`config.mk`:
```
export PLATFORM = sky130hd
export DESIGN_NAME = cla_alu16
export DESIGN_NICKNAME = d
export VERILOG_FILES = /design/src/rtl/cla_alu16.sv
export SDC_FILE = /design/constraint.sdc
export NUM_CORES = 1
export LEC_CHECK = 0
export ABC_AREA = 1
export BUFFER_PORTS_ARGS = -buffer_cell sky130_fd_sc_hd__buf_2
export CORE_ASPECT_RATIO = 0.9
export CORE_MARGIN = 1.5
export CORE_UTILIZATION = 45
export DETAILED_ROUTE_END_ITERATION = 10
export GPL_ROUTABILITY_DRIVEN = 0
export PLACE_DENSITY = 0.71
export SYNTH_ARGS = -nofsm -noshare
export SYNTH_HDL_FRONTEND = slang
export SYNTH_HIERARCHICAL = 1
export SYNTH_SLANG_ARGS = --single-unit
```
`constraint.sdc`:
```
create_clock -name vclk -period 4.5
set_clock_uncertainty 0.1 [all_clocks]
set_input_delay 0 -clock vclk [all_inputs]
set_output_delay 0 -clock vclk [all_outputs]
set_load 0.01 [all_outputs]
```
`src/rtl/cla_alu16.sv`:
```
module cla_nibble #(
  parameter int W = 4
) (
  input  logic [W-1:0] a,
  input  logic [W-1:0] b,
  input  logic         sub,
  input  logic         cin,
  output logic [W-1:0] f,
  output logic         g,
  output logic         p
);
  logic [W-1:0] be;
  assign be = sub ? ~b : b;
  assign f  = a + be + {{(W-1){1'b0}}, cin};
  assign g  = ({1'b0, a} + {1'b0, be}) > {1'b0, {W{1'b1}}};
  assign p  = ({1'b0, a} + {1'b0, be} + {{W{1'b0}}, 1'b1}) > {1'b0, {W{1'b1}}};

  always_comb begin
    a_r5_gen_implies_prop: assert (!g || p)
      else $error("slice generate without propagate");
  end
endmodule

module cla_net #(
  parameter int N = 4
) (
  input  logic [N-1:0] g,
  input  logic [N-1:0] p,
  input  logic         c0,
  output logic [N-1:0] c,
  output logic         bg,
  output logic         bp
);
  logic [N:0] cc;
  assign cc[0] = c0;
  for (genvar i = 1; i <= N; i++) begin : g_carry
    always_comb begin
      cc[i] = c0 & (&p[i-1:0]);
      for (int j = 0; j < i; j++) begin
        logic t;
        t = g[j];
        for (int k = j + 1; k < i; k++) t = t & p[k];
        cc[i] = cc[i] | t;
      end
    end
  end
  assign c = cc[N-1:0];

  always_comb begin
    bg = 1'b0;
    for (int j = 0; j < N; j++) begin
      logic t;
      t = g[j];
      for (int k = j + 1; k < N; k++) t = t & p[k];
      bg = bg | t;
    end
  end
  assign bp = &p;

  always_comb begin
    a_r3_no_prop_c1: assert (p[0] || (cc[1] == g[0]))
      else $error("carry into slice 1 wrong when slice 0 cannot propagate");
    a_r3_full_prop_top: assert (!(&p[N-2:0]) || g[N-2] || (cc[N-1] == (c0 | (|g[N-2:0]))))
      else $error("carry into top slice wrong with all lower slices propagating");
  end
  wire unused_cc = cc[N];
endmodule

module cla_alu16 (
  input  logic [15:0] x,
  input  logic [15:0] y,
  input  logic [2:0]  op,
  input  logic        ci,
  output logic [15:0] res,
  output logic        grp_g,
  output logic        grp_p
);
  localparam int W  = 16;
  localparam int SW = 4;
  localparam int NS = W / SW;

  logic          sub, c0;
  logic [NS-1:0] sg, sp, sc;

  assign sub = (op == 3'b001);
  assign c0  = sub | ci;

  for (genvar i = 0; i < NS; i++) begin : g_slice
    cla_nibble #(.W(SW)) u_sl (
      .a(x[i*SW +: SW]), .b(y[i*SW +: SW]), .sub(sub), .cin(sc[i]),
      .f(res[i*SW +: SW]), .g(sg[i]), .p(sp[i]));
  end

  cla_net #(.N(NS)) u_net (.g(sg), .p(sp), .c0(c0), .c(sc), .bg(grp_g), .bp(grp_p));

  logic [W:0] ref_sum;
  assign ref_sum = {1'b0, x} + {1'b0, (sub ? ~y : y)} + {{W{1'b0}}, c0};

  always_comb begin
    a_r1_add_result: assert (sub || res == ref_sum[W-1:0])
      else $error("add result mismatch");
    a_r2_sub_result: assert (!sub || res == x - y)
      else $error("subtract result mismatch");
    a_r5_carry_rebuild: assert ((grp_g | (grp_p & c0)) == ref_sum[W])
      else $error("rebuilt carry out mismatch");
    a_r4_bg_slice_equiv: assert (!(&sp) || grp_g == ((|sg) & grp_g))
      else $error("block generate inconsistent");
  end
endmodule

```
==> metrics.cfg, run 1 <==
[finish]
nets = 369
seq_area_sq_um = 0
num-clock-buffers = 0
fin_area_sq_um = 2080
drive_gt1_share_pct = 36.1
finalCoreUtilization_pct = 55.3
design.seq.count = 0
area_growth_pct = 16.2
diodes = 0

[drt]
ant_nets = 0
num_vias = 1635
viasPerCell = 4.85
finalWirelength_mm = 3.41
drt_iter0_drc = 59
wl_per_cell_um = 10.1
drc = 0
first_pass_iters = 5

[critical_path]
cp.required_ns = 4.40
worstSetupStartpointType = input pin
crit_buf_inv = 7
crit_chain = buf_2 > inv_1 > nand3_2 > inv_1 > buf_4 > xor2_1 > ha_1 > fa_1 > ha_1 > nand3_1 > a21oi_1 > ha_1 > nand2_1 > nand3_1 > nand4_1 > fa_1 > inv_1 > fa_1 > inv_1 > buf_2
slowest_stage = fa_1
critPathTopFamily = adder cells
cpPeakStageDelay_ns = 0.48
crit_arrival_ns = 3.73
crit_path_end_kind = output pin
crit_start = op[2]
cpMostUsedCell = inv_1
worstSetupPathType = input pin to output pin
crit_fanout = 7

[placed_design]
port_buffers = 54
placed_area_sq_um = 2080
dp_hpwl_mm = 3.14
pre_cts_slack_ns = 0.628

[yosys]
ys_seq_area_share_pct = 0
syn_nets = 316
synth_top_area_cell = ha_1
ys_warn_count = 6
synth_top_area_share_pct = 19.6
yosysUniqueCellTypes = 23
synth.top_cells.by_area = ha_1 (20%), fa_1 (13%), nand2_1 (8.8%)
avgSynthCellArea_sq_um = 7.45
syn_inst = 240
netlist_area_sq_um = 1790

[run_status]
status = finished clean

[power]
leakagePower_uw = 0.00118
p_comb_share_pct = 100.0
power.total_uw = 459
pwr_density_cell_nw_per_um2 = 221
switching_share_pct = 58.2
switchingPower_uw = 267
irDropWorstVdd_v = 0.000118
clock_power_share_pct = 0
seqPwrFrac_pct = 0
internal_power_uw = 192

[global_route]
antenna_found_initial = 0
grt_pass1_wl_mm = 6.09
grtUsageTotal_pct = 15.9
grt_pass1_vias = 1497
grt.overflow.total = 0
grt_max_degree = 8

[floorplanning]
die_h_um = 62.8
ios = 54
die-width_um = 69.4
fp.dieArea_sq_um = 4360
start_util_pct = 47.6
rows = 21
core-area_sq_um = 3760

[sta]
setup_viol = 0
hold_viol = 0
grt_setup_unrepaired = false
post-route-period-util_pct = 85.1
final-max-slew-violation-count = 0
final.setup.tns_ns = 0
fmax_mhz = 261
fin_ws_ns = 0.669
fin_crit_ns = 3.83
tightest_slew_ns = 0.374
slew-limit-headroom_pct = 75.0

[clocking]
cts_hold_buf = 0
cts_resized = 0
postCtsSetupRepairBufs = 0

[hold_path]
hold_class = input pin to output pin
min_from = x[12]

[flow_run]
maxCapViolations = 0

cells in the final DEF, fill, tap and decap left out, types with 4 or more instances in the layout:
| cell | Yosys | layout |
|---|---|---|
| nor2_1 | 5 | 5 |
| nand2_4 | 8 | 8 |
| nand3_1 | 21 | 21 |
| xor2_1 | 16 | 16 |
| nand2_2 | 5 | 5 |
| a21oi_2 | 12 | 12 |
| nor3_1 | 4 | 4 |
| xnor2_1 | 8 | 8 |
| nand2_1 | 42 | 42 |
| a21oi_1 | 9 | 9 |
| inv_2 | 7 | 7 |
| nand3b_1 | 4 | 4 |
| buf_2 | 0 | 54 |
| fa_1 | 12 | 12 |
| nand3_2 | 11 | 11 |
| ha_1 | 28 | 28 |
| inv_1 | 34 | 34 |
power by group through the flow:
stage | combinational [uW] | sequential [uW] | clock (uW)
after CTS | 465 | 0 | 0
after floorplan | 354 | 0 | 0
after detailed placement | 463 | 0 | 0
after global placement | 453 | 0 | 0
final | 459 | 0 | 0
after global routing | 520 | 0 | 0
synthesized netlist by cell type:
library cell and number:
nand2_1 42, inv_1 34, ha_1 28, nand3_1 21
xor2_1 16, a21oi_2 12, fa_1 12, nand3_2 11
a21oi_1 9, nand2_4 8, xnor2_1 8, inv_2 7
nand2_2 5, nor2_1 5, buf_6 4, nand3b_1 4
nor3_1 4, inv_4 2, nand4_1 2, nor2_2 2
nor2_4 2, a21o_1 1, buf_4 1
cells by family (layout without fill, tap and decap cells):
logic type	count (synthesis)	count (layout)	share of synthesized area, %
compound gates	22	22	8.82
xor+xnor	24	24	11.8
fa+ha+maj	40	40	33.0
buf+inv	48	99	12.2
simple gates	106	106	34.2
through the flow:
stage / std cells / hold WS [ns]
floorplan: 240 / 0.0949
global placement: 337 / 0.274
detailed placement: 337 / 0.280
CTS: 337 / 0.280
global route: 337 / 0.301
finish: 337 / 0.273
layer usage:
layer	GRT usage [%]	vias to the layer above	share of wire, %
met4	0	0	0
met2	29.1	36	47
met3	0.323	0	3.6
met5	0	-	0
li1	-	866	-
met1	22.3	733	49
tightest hold or removal path: cells and delay by family:
kind / cells / cell delay, ns
buffers and inverters: 2 / 0.22
adder cells (fa/ha/maj): 1 / 0.15
path summary, 6_finish.rpt:
path	end	slack, ns	cells past startpoint
setup / recovery	res[13]	0.67	20
hold / removal	res[12]	0.27	3
cell type report:
| cell class | instances | area (sq um) |
|---|---|---|
| Fill cell | 394 | 1680 |
| Multi-Input combinational cell | 192 | 1570 |
| Timing Repair Buffer | 56 | 285 |
| Inverter | 43 | 166 |
| Tap cell | 46 | 57.6 |
(Power assumes the default switching activity.)
==> run 2, diff against run 1 <==
==> constraint.sdc (replaced) <==
create_clock -name vclk -period 4.5
set_clock_uncertainty 0.1 [all_clocks]
set_input_delay 0.45 -clock vclk [all_inputs]
set_output_delay 0.45 -clock vclk [all_outputs]
set_load 0.01 [all_outputs]
==> run 2 against run 1 <==
Compared with the run above:
- first-iteration DRC count is 32% lower
- via count up 6.6%
- cell area up 17%
- fmax decreased by 13%
- total power is 18% higher
- largest power group unchanged
- global-route usage grew 1.4 points
- worst hold slack gained 0.90 ns
- worst setup slack worse by 0.55 ns
==> metrics.cfg, run 2 (synthesized netlist as in run 1, its figures left out) <==
[run_status]
status = finished clean

[finish]
num-clock-buffers = 0
stdcell_count = 356
final_common_cell = buf_2
layout_common_cells = buf_2 (54), nand2_1 (38), inv_1 (30)
finalCoreUtilization_pct = 64.5
design.seq.count = 0
n_fill_cell = 347
seq_area_sq_um = 0
area_growth_pct = 35.5
diodes = 0
nets = 388
drive_gt1_share_pct = 49.7

[floorplanning]
start_util_pct = 47.6
rows = 21
die_h_um = 62.8
die-width_um = 69.4
ios = 54
fp.dieArea_sq_um = 4360
core-area_sq_um = 3760

[sta]
setup_viol = 0
fin_ws_ns = 0.116
fin_crit_ns = 4.38
final-max-slew-violation-count = 0
fmax_mhz = 228
post-route-period-util_pct = 97.4
slew-limit-headroom_pct = 74.3
final.setup.tns_ns = 0
holdWs_ns = 1.18
hold_viol = 0
tightest_slew_ns = 0.386

[global_route]
grt_pass1_wl_mm = 6.59
grt_max_degree = 8
grt_pass1_vias = 1649
grtUsageTotal_pct = 17.4
antenna_found_initial = 0
grt.overflow.total = 0

[power]
irDropWorstVdd_v = 0.000102
pwr_density_cell_nw_per_um2 = 222
leakagePower_uw = 0.00128

[critical_path]
crit_path_end_kind = output pin
cpPeakStageDelay_ns = 0.55
worstSetupPathType = input pin to output pin
crit_chain = buf_2 > inv_1 > nand3_2 > clkinvlp_4 > buf_12 > xor2_2 > ha_2 > fa_1 > buf_4 > ha_4 > nor3_1 > nand2_1 > nor2_1 > nand2_1 > nand2_2 > nand3_1 > nand4_1 > fa_2 > inv_2 > fa_2 > inv_1 > buf_2
crit_fanout = 6
worstSetupStartpointType = input pin
cp.required_ns = 3.95
slowest_stage = fa_2
crit_buf_inv = 8
crit_arrival_ns = 3.83
critPathTopFamily = adder cells

[placed_design]
placed_cells = 345
pre_cts_slack_ns = -0.133
port_buffers = 54
dp_hpwl_mm = 3.28

[drt]
drc = 0
ant_nets = 0
first_pass_iters = 4
num_vias = 1743
wl_per_cell_um = 11.4
drt_iter0_drc = 40
finalWirelength_mm = 4.04
viasPerCell = 4.90

[clocking]
cts_hold_buf = 0

[hold_path]
hold_class = input pin to output pin

[flow_run]
maxCapViolations = 0

## run 2: cell count changes in the layout (fill, tap and decap cells not counted), sizes merged
cell | before | now
buf | 56 | 75
clkinvlp | 0 | 1
inv | 43 | 42
## run 2: path summary, 6_finish.rpt
check  slack [ns]  endpoint  depth (start not counted)  start
min          1.18    res[0]                          3   x[0]
max          0.12   res[13]                         22  op[1]
## run 2: what timing repair did
item,CTS,global route
buffers inserted,5,6
setup endpoints to repair,2,8
pin swaps,4,24
gates resized for setup,8,30
## run 2: area by class of cell
| cell class | count | area [sq um] | area share, % |
|---|---|---|---|
| multi-input combinational | 192 | 1740 | 72.0 |
| inverter | 43 | 170 | 7.02 |
| tap | 46 | 57.6 | 2.37 |
| timing repair buffer | 75 | 452 | 18.6 |
## run 2: layer usage
metal | up-vias | track usage, % | share of wire (%) | wire length (um)
li1 | 909 | - | - | -
met1 | 798 | 22.1 | 43 | 1730
met2 | 36 | 33.1 | 54 | 2180
met3 | 0 | 1.61 | 3.3 | 134
met4 | 0 | 0.735 | 0 | 0
met5 | - | 0 | 0 | 0
## run 2: through the flow
stage	power (uW)	instance area (sq um)
final	539	2420
after global placement	464	2140
after global routing	602	2420
after detailed placement	472	2140
after floorplan	354	1790
after CTS	488	2210
## run 2: report_power, final
group	internal [uW]	switching, uW
logic	242	297
registers	0	0
clock network	0	0
total	242	297
## run 2: tightest hold or removal path, stage by stage
cell and delay, ns:
buf_2 0.10, fa_1 0.15, buf_2 0.12
